===== src/rtl/peacls_pkg.sv =====
package peacls_pkg;
    localparam int unsigned WORD_W = 16;
    localparam int unsigned SYM_W  = WORD_W + 2;

    typedef logic [WORD_W-1:0] word_t;
    typedef logic [1:0]        prefix_t;
    typedef logic [SYM_W-1:0]  sym_t;

    localparam prefix_t PFX_START = 2'b11;

    typedef struct packed {
        word_t x;
        word_t y;
        logic  c;
    } gen_state_t;

    typedef enum logic [1:0] {
        SYM_IDLE  = 2'd0,
        SYM_DATA  = 2'd1,
        SYM_START = 2'd2
    } sym_kind_t;

    // One end-around-carry step with the recovered word folded into Y.
    function automatic gen_state_t gen_next(gen_state_t s, word_t m);
        gen_state_t     n;
        logic [WORD_W:0] t;
        t   = {1'b0, s.x} + {1'b0, s.y} + {{WORD_W{1'b0}}, s.c};
        n.x = t[WORD_W-1:0];
        n.c = t[WORD_W];
        n.y = s.x + m;
        return n;
    endfunction

    // Half adder: {carry, sum}.
    function automatic prefix_t half_add(logic a, logic b);
        return {a & b, a ^ b};
    endfunction
endpackage


===== src/rtl/peac_gen_reg.sv =====
module peac_gen_reg
    import peacls_pkg::*;
#(
    parameter word_t INIT_X = 16'h6DDB,
    parameter word_t INIT_Y = 16'hDD6D
) (
    input  logic       clk,
    input  logic       rst,
    input  logic       reload,
    input  logic       advance,
    input  word_t      msg,
    output gen_state_t state
);
    gen_state_t seed;
    assign seed = '{x: INIT_X, y: INIT_Y, c: 1'b0};

    always_ff @(posedge clk) begin
        if (rst || reload) begin
            state <= seed;
        end else if (advance) begin
            state <= gen_next(state, msg);
        end
    end

    // a reload leaves the seed values in place
    p_reload_seed_r2: assert property (@(posedge clk) disable iff (rst)
        reload |=> (state.x == INIT_X && state.y == INIT_Y && !state.c));

    // without reload or advance the state holds
    p_hold_r2: assert property (@(posedge clk) disable iff (rst)
        (!reload && !advance) |=> $stable(state));
endmodule


===== src/rtl/sym_recover.sv =====
module sym_recover
    import peacls_pkg::*;
(
    input  logic      sym_valid,
    input  sym_t      sym_in,
    input  word_t     gen_x,
    input  logic      gen_c,
    output sym_kind_t kind,
    output word_t     msg,
    output logic      match
);
    prefix_t pfx;
    word_t   payload;
    prefix_t rebuilt;

    assign pfx     = sym_in[SYM_W-1 -: 2];
    assign payload = sym_in[WORD_W-1:0];

    always_comb begin
        if (!sym_valid)            kind = SYM_IDLE;
        else if (pfx == PFX_START) kind = SYM_START;
        else                       kind = SYM_DATA;
    end

    assign msg     = (payload ^ gen_x) + {{(WORD_W-1){1'b0}}, pfx[1]};
    assign rebuilt = half_add(gen_c, msg[WORD_W-1]);
    assign match   = (rebuilt == pfx);

    // a start prefix is never classified as data
    always_comb begin
        if (sym_valid && pfx == PFX_START)
            a_start_not_data_r3: assert (kind != SYM_DATA);
    end
endmodule


===== src/rtl/ok_tracker.sv =====
module ok_tracker (
    input  logic clk,
    input  logic rst,
    input  logic restart,
    input  logic data_acc,
    input  logic match,
    output logic ok
);
    logic first_pending;

    always_ff @(posedge clk) begin
        if (rst || restart) begin
            ok            <= 1'b0;
            first_pending <= 1'b1;
        end else if (data_acc) begin
            first_pending <= 1'b0;
            ok            <= first_pending ? 1'b1 : (ok & match);
        end
    end

    // the first data word after a restart raises the flag
    p_first_sets_r7: assert property (@(posedge clk) disable iff (rst)
        (data_acc && first_pending && !restart) |=> ok);

    // a cleared flag stays cleared until a restart
    p_ok_latch_r8: assert property (@(posedge clk) disable iff (rst)
        (!ok && !first_pending && !restart) |=> !ok);

    // restart clears the flag
    p_restart_clear_r7: assert property (@(posedge clk) disable iff (rst)
        restart |=> !ok);
endmodule


===== src/rtl/scr_line_decoder.sv =====
module scr_line_decoder
    import peacls_pkg::*;
#(
    parameter word_t INIT_X = 16'h6DDB,
    parameter word_t INIT_Y = 16'hDD6D
) (
    input  logic              clk,
    input  logic              rst,
    input  logic              init,
    input  logic              sym_valid,
    input  logic [SYM_W-1:0]  sym_in,
    output logic [WORD_W-1:0] word_out,
    output logic              word_valid,
    output logic              ok,
    output logic              start_seen
);
    gen_state_t gstate;
    sym_kind_t  kind;
    word_t      msg;
    logic       match;
    logic       data_acc;
    logic       start_acc;

    sym_recover u_recover (
        .sym_valid (sym_valid),
        .sym_in    (sym_in),
        .gen_x     (gstate.x),
        .gen_c     (gstate.c),
        .kind      (kind),
        .msg       (msg),
        .match     (match)
    );

    assign data_acc  = !init && (kind == SYM_DATA);
    assign start_acc = !init && (kind == SYM_START);

    peac_gen_reg #(
        .INIT_X (INIT_X),
        .INIT_Y (INIT_Y)
    ) u_gen (
        .clk     (clk),
        .rst     (rst),
        .reload  (init || start_acc),
        .advance (data_acc),
        .msg     (msg),
        .state   (gstate)
    );

    ok_tracker u_ok (
        .clk      (clk),
        .rst      (rst),
        .restart  (init || start_acc),
        .data_acc (data_acc),
        .match    (match),
        .ok       (ok)
    );

    always_ff @(posedge clk) begin
        if (rst) begin
            word_out   <= '0;
            word_valid <= 1'b0;
            start_seen <= 1'b0;
        end else begin
            word_valid <= data_acc;
            start_seen <= start_acc;
            if (data_acc) word_out <= msg;
        end
    end

    // every output word comes from a symbol one cycle earlier
    p_word_follows_sym_r4: assert property (@(posedge clk) disable iff (rst)
        word_valid |-> $past(sym_valid && !init));

    // the start strobe follows a start prefix and never pairs with a word
    p_start_source_r5: assert property (@(posedge clk) disable iff (rst)
        start_seen |-> ($past(sym_valid && sym_in[SYM_W-1 -: 2] == PFX_START) && !word_valid));

    // init suppresses both outputs of a coincident symbol
    p_init_quiet_r10: assert property (@(posedge clk) disable iff (rst)
        init |=> (!word_valid && !start_seen));

    // word_out holds between words
    p_word_hold_r4: assert property (@(posedge clk) disable iff (rst)
        !word_valid |-> $stable(word_out));
endmodule


===== config.mk =====
export PLATFORM = sky130hd
export DESIGN_NAME = scr_line_decoder
export DESIGN_NICKNAME = d
export VERILOG_FILES = /design/src/rtl/peacls_pkg.sv /design/src/rtl/peac_gen_reg.sv /design/src/rtl/sym_recover.sv /design/src/rtl/ok_tracker.sv /design/src/rtl/scr_line_decoder.sv
export SDC_FILE = /design/constraint.sdc
export NUM_CORES = 1
export LEC_CHECK = 0
export ABC_AREA = 1
export BUFFER_PORTS_ARGS = -buffer_cell sky130_fd_sc_hd__buf_2
export CAP_MARGIN = 20
export CORE_ASPECT_RATIO = 0.5
export CORE_MARGIN = 3
export CORE_UTILIZATION = 55
export CTS_BUF_LIST = sky130_fd_sc_hd__clkbuf_16
export CTS_CLUSTER_SIZE = 25
export DETAILED_ROUTE_END_ITERATION = 10
export GPL_ROUTABILITY_DRIVEN = 0
export PLACE_DENSITY = 0.75
export SYNTH_ARGS = -nofsm -noshare
export SYNTH_HDL_FRONTEND = slang
export SYNTH_HIERARCHICAL = 1
export SYNTH_SLANG_ARGS = --single-unit

===== constraint.sdc =====
create_clock -name clk -period 6.45 [get_ports clk]
set_input_delay 1.29 -clock clk [delete_from_list [all_inputs] [get_ports clk]]
set_output_delay 1.29 -clock clk [all_outputs]
set_load 0.02 [all_outputs]

==> key figures, run 1 <==
Global route
  • Global-route wire length before repair: 18900 um
  • Total gr overflow: 0
  • Vias in the first global route: 4078
  • Initial antenna violation count: 0
  • Largest net degree at the start of global routing: 42
  • GRT Util Overall: 24.5%

Setup path
  • R2R depth: 17
  • CP arrival: 3720 ps
  • CP startpoint: sym_in[0]
  • Setup crit end kind: flip-flop
  • CP Launch Type: primary input
  • R2R Setup Slk: 3570 ps
  • Max FO, Critical Path: 5
  • Launching point of the worst reg2reg path: u_gen/state[17]
  • Worst Path Required: 6650 ps
  • Crit Path Category: in -> reg
  • End of the critical path: u_gen/state[16]
  • Reg2reg end: u_gen/state[16]

Timing
  • Final setup fails: 0
  • Clk_skew: 7.41 ps
  • Fin crit share: 54.6%
  • Max-slew violations: 0
  • Final hold viol count: 0
  • Worst Tran Pin Value: 909 ps
  • Max-Slew Margin vs Limit: 39.4%
  • Maximum clock rate: 0.284 GHz
  • RSZ-0062 raised after global routing: no
  • Period minus WS final: 3520 ps
  • Fin Setup TNS: 0 ps

Final layout
  • Cell Count, Final, Fillers Out: 926
  • Multi-input logic area: 3020 sq um
  • Core Util, Final: 65.6%
  • Fraction of layout cells with a size suffix above 1: 12.3%
  • Fillers: 708
  • NumNets Final: 875
  • Area growth, synth to finish: 9.33%
  • Design area: 5070 sq um
  • Seq. cell area: 1060 sq um
  • Antenna diodes: 0

Logic synthesis
  • Post-Syn Area: 4640 sq um
  • Asr flop ratio synth: 0%
  • Ys Warns: 6
  • Post-synth top flop: dfxtp_1
  • Number of synthesized flops with an enable pin: 0
  • Post-Synthesis Cells: 782
  • Post-Syn Nets: 840
  • Distinct cells, synth: 38
  • Flops & latches, synth: 53
  • Sequential area share after synthesis: 22.9%
  • Avg Cell Area, Syn: 5.93 sq um

Clock tree
  • Count of hold-fix buffers inserted at cts: 0
  • CTS root buf: clkbuf_16
  • CTS H-tree depth: 2
  • Cts bufs inserted: 5
  • Post_cts resized: 0
  • Post-CTS Setup Bufs: 0
  • Maximum clock insertion buffer count: 2
  • CTS tree: yes
  • Clock Pin Slew Worst Setup and Hold Paths: 70 ps
  • Sink Count: 53
  • Clock Latency Late Sink: 300 ps

Power and ir drop
  • Combinational power share: 28.3%
  • Sequential power share: 37.5%
  • Static Leak: 2.83 nW
  • Clk pwr share: 34.1%
  • Power Density: 185 nW/um^2
  • Cell-internal power: 0.619 mW
  • NetSw: 0.321 mW
  • Switch share: 34.2%
  • Worst vdd ir: 118 uV

Detailed routing
  • Drt first-iter violations: 470
  • Post-route ant nets: 0
  • Vias per cell: 5.10
  • Final WL: 11700 um
  • DRC violations left: 0
  • Routed len/inst: 12.7 um
  • DR vias: 4726
  • DR pass1 iterations: 6

Place
  • Port buffer count: 40
  • Placed insts: 918
  • DPL Wire Length: 9090 um
  • Post-place instance area: 4900 sq um

Job
  • Max-cap viol count: 0

Run status
  • Status: finished, final reports clean

Worst hold path
  • Hold WC Path Type: reg -> reg
  • Worst Hold Depth: 2

Floorplan
  • Chip Width: 136 um
  • I/O pin count: 41
  • Die span in y: 70.9 um
  • DIE AREA: 9640 sq um
  • Core Region: 7730 sq um
  • Row count: 22
  • Initial cell density of the core: 60.0%
cells in the mapped netlist (4+ instances only):
cell type | n | area (sq um)
nor2_1 | 82 | 308
nor2_2 | 7 | 43.8
inv_2 | 14 | 52.6
nand4_1 | 5 | 31.3
or2_1 | 7 | 43.8
nand3_1 | 53 | 265
ha_1 | 33 | 413
nand3b_1 | 4 | 30.0
buf_2 | 5 | 25.0
inv_1 | 109 | 409
o21ai_0 | 5 | 25.0
nand2_2 | 14 | 87.6
dfxtp_1 | 53 | 1060
a21oi_1 | 43 | 215
nor3_2 | 4 | 40.0
xor2_1 | 15 | 131
nand2_1 | 286 | 1070
power groups by stage:
stage	registers, mW	clock network (mW)	logic, mW
2_1_floorplan	0.365	0	0.193
3_3_place_gp	0.360	0	0.256
3_5_place_dp	0.360	0	0.259
4_1_cts	0.353	0.326	0.262
5_1_grt	0.355	0.341	0.302
6_report	0.353	0.321	0.266
worst min-delay path by stage:
stage,slack [ps],start,to
3_3_place_gp,450,u_ok/first_pending,u_ok/ok
5_1_grt,490,u_ok/first_pending,u_ok/ok
6_report,460,u_ok/first_pending,u_ok/ok
4_1_cts,460,u_ok/first_pending,u_ok/ok
3_5_place_dp,450,u_ok/first_pending,u_ok/ok
2_1_floorplan,430,u_ok/first_pending,u_ok/ok
cells by family after synthesis:
| kind of cell | after synthesis | synth area share [%] |
|---|---|---|
| buffers and inverters | 137 | 11.9 |
| XOR/XNOR | 17 | 3.21 |
| AND/OR/NAND/NOR | 480 | 44.9 |
| flip-flops | 53 | 22.9 |
| adder cells (fa/ha/maj) | 36 | 10.2 |
| AO/OA/AOI/OAI | 59 | 6.88 |
metrics by stage:
step	power (mW)	setup WS, ps	hold WS, ps
finish	0.940	2930	464
CTS	0.941	2970	459
global route	0.998	2670	493
global placement	0.615	2760	447
floorplan	0.559	3040	433
detailed placement	0.620	2650	448
layout make-up:
cell class	count	share of cell area (%)
clock buffers	5	2.47
repair buffers	41	4.10
flip-flops and latches	53	20.9
clock inverters	3	0.987
inverters	124	9.23
well taps	108	2.66
multi-input cells	592	59.6
worst max-delay path, cell delays in order:
cell and delay (ps):
buf_2 100, xor2_1 170, ha_1 260, ha_1 220
nand3_2 130, inv_2 100, nand2_2 80, o21ai_1 120
nand2_1 100, ha_1 370, nand2_2 130, inv_1 70
a21oi_2 180, nor2_1 80, nor2_2 90, nand3_1 70
nand3_1 90, nand2_1 50
flip-flops by register name, indices dropped and copies added, names as in the netlist:
register / flops
u_ok/first_pending: 1
u_gen/state: 33
u_ok/ok: 1
word_valid: 1
start_seen: 1
word_out: 16
cells in the final DEF, fill, tap and decap left out, types with 2 or more instances in the layout:
master     Yosys  routed
buf_2          5      40
and2_1         3       3
ha_1          33      33
nand3_1       53      53
inv_1        109     109
o21ai_1        3       3
inv_2         14      14
dfxtp_1       53      53
nor2_1        82      82
o21ai_0        5       5
or2_1          7       7
nand2_4        2       2
fa_1           3       3
o21bai_1       2       2
nor3_1         3       3
nor3_2         4       4
nand3_4        2       2
nand2_1      286     286
clkbuf_16      0       5
nand2_2       14      14
xor2_1        15      15
xnor2_1        2       2
nor2_2         7       7
nor2_4         3       3
a21oi_2        3       3
or2_0          3       3
nand3b_1       4       4
a21oi_1       43      43
nand4_1        5       5
per-layer routing:
| metal | vias up | global-route usage [%] | wire [um] |
|---|---|---|---|
| met5 | - | 0 | 0 |
| met4 | 0 | 4.58 | 129 |
| met3 | 14 | 4.90 | 1130 |
| met2 | 187 | 36.1 | 4520 |
| met1 | 2051 | 37.0 | 5960 |
| li1 | 2474 | - | - |
No activity file was read; power rests on OpenSTA's default activity.
==> run 2: changes to the inputs <==
--- a/config.mk
+++ b/config.mk
@@ -5,17 +5,17 @@
 export SDC_FILE = /design/constraint.sdc
 export NUM_CORES = 1
 export LEC_CHECK = 0
-export ABC_AREA = 1
+export ABC_AREA = 0
 export BUFFER_PORTS_ARGS = -buffer_cell sky130_fd_sc_hd__buf_2
 export CAP_MARGIN = 20
 export CORE_ASPECT_RATIO = 0.5
 export CORE_MARGIN = 3
-export CORE_UTILIZATION = 55
+export CORE_UTILIZATION = 54
 export CTS_BUF_LIST = sky130_fd_sc_hd__clkbuf_16
 export CTS_CLUSTER_SIZE = 25
 export DETAILED_ROUTE_END_ITERATION = 10
 export GPL_ROUTABILITY_DRIVEN = 0
-export PLACE_DENSITY = 0.75
+export PLACE_DENSITY = 0.77
 export SYNTH_ARGS = -nofsm -noshare
 export SYNTH_HDL_FRONTEND = slang
 export SYNTH_HIERARCHICAL = 1
==> constraint.sdc (replaced) <==
create_clock -name clk -period 2.9 [get_ports clk]
set_input_delay 0.58 -clock clk [delete_from_list [all_inputs] [get_ports clk]]
set_output_delay 0.58 -clock clk [all_outputs]
set_load 0.02 [all_outputs]
==> key figures, run 2 <==
Logic synthesis
  • Number of synthesized flops with an enable pin: 0 (unchanged)
  • Post-synth top flop: dfxtp_1
  • Yosys top cell area share: 27.2% (+4.0 points)
  • Ys Warns: 6 (unchanged)
  • Most common library cells after synthesis: dfxtp_1, nand2b_1, nor2_1, ha_1, xnor2_1
  • Synth area leaders: dfxtp_1, ha_1, xnor2_1
  • Yosys top cell by area: dfxtp_1
  • Post-Synthesis Cells: 438 (-44%)
  • Sequential area share after synthesis: 27.2% (+4.3 points)
  • Flops & latches, synth: 53 (unchanged)
  • Most numerous cell in the Yosys netlist: dfxtp_1
  • Post-Syn Nets: 496 (-41%)
  • Post-Syn Area: 3900 sq um (-16%)
  • Asr flop ratio synth: 0% (unchanged)
  • Avg Cell Area, Syn: 8.91 sq um (+50%)
  • Distinct cells, synth: 67 (+76%)

Detailed routing
  • DR vias: 3871 (-18%)
  • Vias per cell: 5.94 (+16%)
  • DRC violations left: 0 (unchanged)
  • DR pass1 iterations: 6 (unchanged)
  • Routed len/inst: 18.5 um (+46%)
  • Final WL: 12100 um (+2.7%)
  • Post-route ant nets: 0 (unchanged)
  • Drt first-iter violations: 380 (-19%)

Final layout
  • Fillers: 435 (-39%)
  • NumNets Final: 617 (-29%)
  • Cell Count, Final, Fillers Out: 652 (-30%)
  • Fraction of layout cells with a size suffix above 1: 34.8% (+22 points)
  • Core Util, Final: 75.9% (+10 points)
  • Most frequent cells in the layout: buf_4, dfxtp_1, buf_2
  • Largest regs: u_gen/state: 33 flops, word_out: 16 flops
  • Most flop-heavy register: u_gen/state
  • Commonest non-fill, non-tap cell in the layout: buf_4
  • Antenna diodes: 0 (unchanged)
  • Max FFs per register: 33 (unchanged)
  • Area growth, synth to finish: 32.9%

Floorplan
  • Die span in y: 66.1 um (-6.8%)
  • I/O pin count: 41 (unchanged)
  • Row count: 21 (-4.5%)
  • Chip Width: 126 um (-7.1%)
  • Core Region: 6830 sq um (-12%)
  • DIE AREA: 8350 sq um (-13%)
  • Initial cell density of the core: 57.1% (-2.8 points)

Place
  • Dpl ws: -473 ps (-3130 ps)
  • Port buffer count: 40 (unchanged)
  • DPL Wire Length: 8260 um (-9.1%)
  • Placed insts: 640 (-30%)

Global route
  • Vias in the first global route: 3503 (-14%)
  • Initial antenna violation count: 0 (unchanged)
  • GRT Util Overall: 26.7% (+2.3 points)
  • Largest net degree at the start of global routing: 47 (+12%)
  • Global-route wire length before repair: 17500 um (-7.8%)
  • Total gr overflow: 0 (unchanged)

Timing
  • Final setup fails: 7 (+7)
  • Worst Setup Slack, final: -380 ps (-3310 ps)
  • Final hold viol count: 0 (unchanged)
  • Fin crit share: 113%
  • Period minus WS final: 3280 ps
  • Max-slew violations: 0 (unchanged)
  • Fin Hold WS: 472 ps (+7.75 ps)
  • Clk_skew: 7.46 ps (+0.0429 ps)
  • Max-Slew Margin vs Limit: 64.3% (+25 points)
  • Maximum clock rate: 0.305 GHz
  • RSZ-0062 raised after global routing: yes
  • Worst Tran Pin Value: 534 ps (-374 ps)

Setup path
  • Crit Path Category: in -> reg
  • Worst path cell trace: buf_6, xor2_1, ha_2, ha_4, nand2_4, nor2_1, xnor2_1, ha_1, a21oi_1, o22ai_1, nor3_2, a211oi_2, nor3_1, nor3_1, a31o_2
  • R2R Setup Slk: -360 ps (-3930 ps)
  • CP startpoint: sym_in[0]
  • CP Launch Type: primary input
  • Max incr delay on CP: 360 ps (about the same)
  • CP Buf/Inv Count: 1 (-2)
  • R2R depth: 14 (-3)
  • CP arrival: 3470 ps (-250 ps)
  • Launching point of the worst reg2reg path: u_gen/state[17]
  • CP top delay family: simple AND/OR/NAND/NOR gates
  • Slowest cell on the critical path: ha_1
  • Setup crit end kind: flip-flop
  • Crit path depth: 15 (-3)
  • Worst Path Required: 3090 ps (-3560 ps)
  • Max FO, Critical Path: 4 (-1)
  • CP dominant cell by count: nor3_1

Power and ir drop
  • Worst vdd ir: 231 uV (+97%)
  • Power Density: 404 nW/um^2 (+120%)
  • Static Leak: 2.19 nW (-23%)

Clock tree
  • Cts bufs inserted: 5 (unchanged)
  • Maximum clock insertion buffer count: 2 (unchanged)
  • Count of hold-fix buffers inserted at cts: 0 (unchanged)
  • Clock Latency Late Sink: 300 ps (about the same)
  • CTS root buf: clkbuf_16
  • Clock Pin Slew Worst Setup and Hold Paths: 70 ps (about the same)
  • CTS H-tree depth: 2 (unchanged)
  • CTS tree: yes
  • Sink Count: 53 (unchanged)

Run status
  • Failing checks: negative setup slack
  • Status: complete, but fails checks

Worst hold path
  • Worst Hold Launch: word_out[11]
  • Hold WC Path Type: reg -> reg
  • Worst Hold Depth: 2 (unchanged)

Job
  • Max-cap viol count: 0 (unchanged)
-- run 2: timing repair --
item / CTS / global route
buffers inserted: 3 / 1
gates resized for setup: 9 / 30
endpoints found under the hold margin: 0 / 0
pin swaps: 14 / 27
setup endpoints to repair: 7 / 12
-- run 2: cell families (layout without fill, tap and decap cells) --
kind of cell             Yosys count  in the layout  share of synthesized area, %
XOR/XNOR                          52             52                          12.1
adder cells (fa/ha/maj)           36             36                          12.1
AO/OA/AOI/OAI                    101            101                          18.6
buffers and inverters             25            147                          3.08
multiplexers                      26             26                          6.67
AND/OR/NAND/NOR                  145            145                          20.4
flip-flops                        53             53                          27.2
-- run 2: cell type report --
cell class | instances | area (sq um) | share of cell area [%]
clock buffers | 5 | 125 | 2.41
repair buffers | 129 | 893 | 17.2
multi-input cells | 360 | 2940 | 56.7
inverters | 10 | 37.5 | 0.724
flip-flops and latches | 53 | 1060 | 20.5
well taps | 92 | 115 | 2.22
clock inverters | 3 | 12.5 | 0.241
-- run 2: path summary, 6_finish.rpt --
| kind | endpoint |
|---|---|
| min reg2reg | word_out[11] |
| min | word_out[11] |
| max reg2reg | u_gen/state[14] |
| max | u_gen/state[14] |
-- run 2: tightest hold or removal path, stage by stage, from the launching register on --
cell and delay [ps]:
dfxtp_1 310, nand2b_1 60, mux2i_1 60
-- run 2: metal layers --
layer	track usage (%)	part of all wire [%]	vias to the layer above
met2	40.8	42	203
li1	-	-	1802
met5	0	0	-
met1	37.1	45	1839
met3	7.58	11	27
met4	7.09	1.7	0
-- run 2: report_power, final --
group	total, mW	switching, mW	internal [mW]
Clock	0.583	0.270	0.313
Sequential	0.772	0.0189	0.753
Combinational	0.741	0.386	0.355
-- run 2: stage by stage --
stage / area [sq um] / TNS, ps / power (mW)
finish: 5190 / -1460 / 2.10
global route: 5190 / -2190 / 2.17
CTS: 5050 / -441 / 2.03
detailed placement: 4860 / -3190 / 1.44
global placement: 4860 / -2620 / 1.42
floorplan: 3970 / -435 / 1.19
